`config.mk`:
```
export PLATFORM = sky130hd
export DESIGN_NAME = lus_stall_top
export DESIGN_NICKNAME = d
export VERILOG_FILES = /design/src/rtl/lus_pkg.sv /design/src/rtl/lus_detect.sv /design/src/rtl/lus_front.sv /design/src/rtl/lus_exlatch.sv /design/src/rtl/lus_stall_top.sv
export SDC_FILE = /design/constraint.sdc
export NUM_CORES = 1
export LEC_CHECK = 0
export ABC_AREA = 1
export ABC_CLOCK_PERIOD_IN_PS = 1300
export BUFFER_PORTS_ARGS = -buffer_cell sky130_fd_sc_hd__buf_2
export CORE_MARGIN = 5
export CORE_UTILIZATION = 40
export CTS_CLUSTER_DIAMETER = 150
export DETAILED_ROUTE_END_ITERATION = 7
export SETUP_SLACK_MARGIN = 0.02
export SLEW_MARGIN = 30
export SYNTH_ARGS = -nofsm -noshare
export SYNTH_HDL_FRONTEND = slang
export SYNTH_SLANG_ARGS = --single-unit
export TNS_END_PERCENT = 5
```
`constraint.sdc`:
```
create_clock -name clk -period 1.3 [get_ports clk]
set_input_delay 0.13 -clock clk [delete_from_list [all_inputs] [get_ports clk]]
set_output_delay 0.13 -clock clk [all_outputs]
set_load 0.01 [all_outputs]
```
`src/rtl/lus_pkg.sv`:
```
package lus_pkg;
  typedef struct packed {
    logic       mem_read;
    logic       mem_write;
    logic       reg_write;
    logic [1:0] alu_op;
  } ctl_t;

  localparam int CTL_W = $bits(ctl_t);
endpackage

```
`src/rtl/lus_detect.sv`:
```
module lus_detect #(
  parameter int RW = 5
) (
  input  logic          ex_mem_read,
  input  logic [RW-1:0] ex_rt,
  input  logic [RW-1:0] dec_rs,
  input  logic [RW-1:0] dec_rt,
  output logic          pc_we,
  output logic          ifid_we,
  output logic          bubble_sel
);
  logic hit;

  always_comb begin
    hit        = ex_mem_read && ((ex_rt == dec_rs) || (ex_rt == dec_rt));
    pc_we      = !hit;
    ifid_we    = !hit;
    bubble_sel = hit;
  end
endmodule

```
`src/rtl/lus_front.sv`:
```
module lus_front
  import lus_pkg::*;
#(
  parameter int XLEN = 32,
  parameter int RW   = 5,
  parameter int STEP = 4
) (
  input  logic            clk,
  input  logic            rst,
  input  logic            pc_we,
  input  logic            ifid_we,
  input  logic [RW-1:0]   fetch_rs,
  input  logic [RW-1:0]   fetch_rt,
  input  ctl_t            fetch_ctl,
  output logic [XLEN-1:0] pc,
  output logic [RW-1:0]   dec_rs,
  output logic [RW-1:0]   dec_rt,
  output ctl_t            dec_ctl
);
  localparam logic [XLEN-1:0] PC_INC = XLEN'(STEP);

  always_ff @(posedge clk) begin
    if (rst) begin
      pc <= '0;
    end else if (pc_we) begin
      pc <= pc + PC_INC;
    end
  end

  always_ff @(posedge clk) begin
    if (rst) begin
      dec_rs  <= '0;
      dec_rt  <= '0;
      dec_ctl <= '0;
    end else if (ifid_we) begin
      dec_rs  <= fetch_rs;
      dec_rt  <= fetch_rt;
      dec_ctl <= fetch_ctl;
    end
  end

  p_pc_hold_r2: assert property (@(posedge clk) disable iff (rst)
    !pc_we |=> $stable(pc));
  p_pc_step_r6: assert property (@(posedge clk) disable iff (rst)
    pc_we |=> pc == $past(pc) + PC_INC);
  p_ifid_hold_r3: assert property (@(posedge clk) disable iff (rst)
    !ifid_we |=> ($stable(dec_rs) && $stable(dec_rt) && $stable(dec_ctl)));
  p_ifid_load_r6: assert property (@(posedge clk) disable iff (rst)
    ifid_we |=> dec_rs == $past(fetch_rs));
endmodule

```
`src/rtl/lus_exlatch.sv`:
```
module lus_exlatch
  import lus_pkg::*;
#(
  parameter int RW = 5
) (
  input  logic          clk,
  input  logic          rst,
  input  logic          bubble_sel,
  input  ctl_t          dec_ctl,
  input  logic [RW-1:0] dec_rt,
  output ctl_t          ex_ctl,
  output logic [RW-1:0] ex_rt
);
  always_ff @(posedge clk) begin
    if (rst) begin
      ex_ctl <= '0;
      ex_rt  <= '0;
    end else begin
      ex_ctl <= bubble_sel ? ctl_t'('0) : dec_ctl;
      ex_rt  <= dec_rt;
    end
  end

  p_bubble_zero_r4: assert property (@(posedge clk) disable iff (rst)
    bubble_sel |=> ex_ctl == '0);
  p_pass_ctl_r4: assert property (@(posedge clk) disable iff (rst)
    !bubble_sel |=> ex_ctl == $past(dec_ctl));
endmodule

```
`src/rtl/lus_stall_top.sv`:
```
module lus_stall_top
  import lus_pkg::*;
#(
  parameter int XLEN = 32,
  parameter int RW   = 5,
  parameter int STEP = 4
) (
  input  logic             clk,
  input  logic             rst,
  input  logic [RW-1:0]    fetch_rs,
  input  logic [RW-1:0]    fetch_rt,
  input  logic [CTL_W-1:0] fetch_ctl,
  output logic [XLEN-1:0]  pc_out,
  output logic             pc_we,
  output logic             ifid_we,
  output logic             bubble_sel,
  output logic [RW-1:0]    dec_rs,
  output logic [RW-1:0]    dec_rt,
  output logic [CTL_W-1:0] ex_ctl,
  output logic [RW-1:0]    ex_rt
);
  ctl_t dec_ctl_s;
  ctl_t ex_ctl_s;

  lus_front #(.XLEN(XLEN), .RW(RW), .STEP(STEP)) u_front (
    .clk       (clk),
    .rst       (rst),
    .pc_we     (pc_we),
    .ifid_we   (ifid_we),
    .fetch_rs  (fetch_rs),
    .fetch_rt  (fetch_rt),
    .fetch_ctl (ctl_t'(fetch_ctl)),
    .pc        (pc_out),
    .dec_rs    (dec_rs),
    .dec_rt    (dec_rt),
    .dec_ctl   (dec_ctl_s)
  );

  lus_detect #(.RW(RW)) u_detect (
    .ex_mem_read (ex_ctl_s.mem_read),
    .ex_rt       (ex_rt),
    .dec_rs      (dec_rs),
    .dec_rt      (dec_rt),
    .pc_we       (pc_we),
    .ifid_we     (ifid_we),
    .bubble_sel  (bubble_sel)
  );

  lus_exlatch #(.RW(RW)) u_ex (
    .clk        (clk),
    .rst        (rst),
    .bubble_sel (bubble_sel),
    .dec_ctl    (dec_ctl_s),
    .dec_rt     (dec_rt),
    .ex_ctl     (ex_ctl_s),
    .ex_rt      (ex_rt)
  );

  assign ex_ctl = ex_ctl_s;

  p_single_stall_r5: assert property (@(posedge clk) disable iff (rst)
    bubble_sel |=> !bubble_sel);
  p_no_stall_nonload_r10: assert property (@(posedge clk) disable iff (rst)
    !ex_ctl_s.mem_read |-> pc_we);
  p_reset_state_r7: assert property (@(posedge clk)
    rst |=> (pc_out == '0 && ex_ctl == '0 && dec_rs == '0 && dec_rt == '0));
endmodule

```
==> impl_metrics.ini <==
[worst_hold_path]
hp-class = in2reg
hold_path_depth = 3

[clocking]
cts_buffer_depth = 2
cts.sinks = 55
clock_latency_ns = 0.32
cts_buffers = 5
cts_root_buf = clkbuf_8
clk_pin_slew_ns = 0.11
cts_max_level = 2
cts_tree = done

[route]
wire_per_inst_um = 12.5
drt-total-wl_mm = 9.11
vias = 3392
routed_via_density = 4.65
drtIter0Drc = 82
drtPass1Iterations = 4
antenna_left = 0
drc = 0

[global_routing]
grt_pass1_vias = 3193
gr-total-overflow = 0
antenna_found_initial = 0
track_usage_pct = 19.1
grt_max_degree = 26
grt_first_pass_wirelength_mm = 15.1

[timing]
holdWs_ns = 0.00875
fin_crit_sh_pct = 127
fin_crit_ns = 1.65
finalWorstSetupSlack_ns = -0.350
hold_viol_final = 0
fin_skew_ns = 0.00616
rsz0062_at_grt = true
finalMaxSlewViolations = 0
setup_violations = 53
max_freq_mhz = 606

[yosys]
ys_async_sr_fraction_pct = 0
synthFlopType = dfxtp_1
synth.top_cell.area_share_pct = 35.6
yosys.area_share.simple_pct = 45.1
yosysSeqAreaShare_pct = 35.6
synth_area_leaders = dfxtp_1 36%, nand2_1 18%, nand3_1 10%
muxShareOfSynthArea_pct = 0
yosys_warnings = 0
synth_edf_count = 0
synth_xor_area_share_pct = 4.82
avgSynthCellArea_um2 = 6.33
postSynthCellCount = 488
synth_compound_area_share_pct = 3.36
post-synth-top-count-cell = nand2_1
synth_top_family_by_area = simple AND/OR/NAND/NOR gates
synth_fa_ha_area_share_pct = 0.405
ys_seq_elements = 55
syn_area_um2 = 3090
ys_types = 27
synth_top_area_cell = dfxtp_1
netlist_top_cells_count = 148 x nand2_1, 80 x nor2_1, 63 x nand3_1

[critical_path]
cp.required_ns = 1.17
endpoint_kind = output pin
ff2ff_path_depth = 11
crit_type = reg2out
path_max_fanout = 5
cp-start-kind = register
cp_data_arrival_time_ns = 1.52

[cells_and_area]
final_cell_area_um2 = 4350
drive_gt1_share_pct = 35.7
synthToLayoutAreaGrowth_pct = 40.7
nets = 644
final.fill_count = 786
n_antenna_cell = 0

[floorplan]
dieArea_um2 = 9580
initial_utilization_pct = 40.6
die_h_um = 97.9
num_rows = 32
pin_count = 72
die_w_um = 97.9
core_area_um2 = 7610

[placement]
dp_slack_ns = -0.172
routabilityCongestion = 0.902
numPortBuffers = 69
detailed_place_hpwl_mm = 6.65
placed_cell_area_um2 = 4100

[pwr]
leakagePower_nw = 2.11
p_total_mw = 3.66
powerDensity_nw_per_um2 = 843
max-vdd-ir-drop_mv = 0.639

[status]
violations = setup timing
outcome = finished with violations

[flow_run]
max_cap_violations = 0
[worst paths after layout]
check	from	end	slack (ns)
setup / recovery	u_ex.ex_rt[1]$_SDFF_PP0_	ifid_we	-0.35
hold / removal	fetch_ctl[0]	u_front.dec_ctl[0]$_SDFFE_PP0N_	0.009
setup reg to reg	u_ex.ex_rt[1]$_SDFF_PP0_	u_front.pc[2]$_SDFFE_PP0N_	-0.21
hold reg to reg	u_front.dec_ctl[4]$_SDFFE_PP0N_	u_ex.ex_ctl[4]$_SDFF_PP0_	0.43
[logic make-up (layout without fill, tap and decap cells)]
kind of cell | after synthesis | count (layout)
XOR/XNOR | 17 | 17
buffers and inverters | 75 | 213
AO/OA/AOI/OAI | 20 | 20
AND/OR/NAND/NOR | 319 | 319
flip-flops | 55 | 55
other | 1 | 2
adder cells (fa/ha/maj) | 1 | 1
[cells in the final DEF (no fill, tap or decap), types with 4 or more instances in the layout]
master,instances
inv_1,45
xnor2_1,9
clkbuf_8,5
nor2_4,7
a21oi_2,4
dfxtp_1,34
nand2_1,144
dfxtp_4,5
nor2_1,76
buf_2,67
buf_4,77
dfxtp_2,16
inv_2,6
nand3_1,62
xor2_1,8
nand2_2,8
a21oi_1,16
nor2_2,11
[power breakdown]
part           internal (mW)  switching, mW
registers               1.76         0.0604
logic                  0.353          0.435
clock network          0.400          0.653
total                   2.52           1.15
[flip-flops by register name (all words and copies together) (netlist names)]
register	cells
u_front.pc	30
u_front.dec_ctl	5
u_front.dec_rs	5
u_ex.ex_rt	5
u_front.dec_rt	5
u_ex.ex_ctl	5
[repair_timing]
action,4_1_cts,5_1_grt
hold buffers,1,0
endpoints found under the setup margin,53,54
pin swaps,3,5
resized for setup,11,18
gates cloned,1,0
hold endpoints to repair,1,0
buffers inserted,5,0
[through the flow]
step           utilization [%]  cells  setup TNS [ns]
4_1_cts                   56.6    729          -10.73
6_report                  57.1    729           -9.15
5_1_grt                   57.1    729          -15.37
3_5_place_dp              53.8    714           -6.42
3_3_place_gp              53.8    714           -5.12
2_1_floorplan                -    489          -0.234
[final cells by class]
| type | instances | area [um^2] | share of cell area, % |
|---|---|---|---|
| inverters | 53 | 201 | 4.63 |
| clock buffers | 5 | 68.8 | 1.58 |
| repair buffers | 152 | 1040 | 24.0 |
| multi-input cells | 359 | 1740 | 40.0 |
| well taps | 102 | 128 | 2.94 |
| flip-flops and latches | 55 | 1140 | 26.2 |
| clock inverters | 3 | 26.3 | 0.604 |
[per-layer routing]
metal  vias up  share of wire (%)  track usage (%)
li1       1766                  -                -
met2        62                 49             33.4
met4         0                1.3             6.07
met1      1557                 46             24.2
met5         -                  0                0
met3         7                3.6             2.71
[critical path, cell delays in order, from the launching register on]
cell,delay (ns)
dfxtp_4,0.38
inv_2,0.04
nand2_1,0.05
nand2_1,0.06
nor2_2,0.12
nand3_2,0.11
nand2_4,0.11
nand2_8,0.07
buf_12,0.13
buf_6,0.11
No activity file was read; power rests on OpenSTA's default activity.
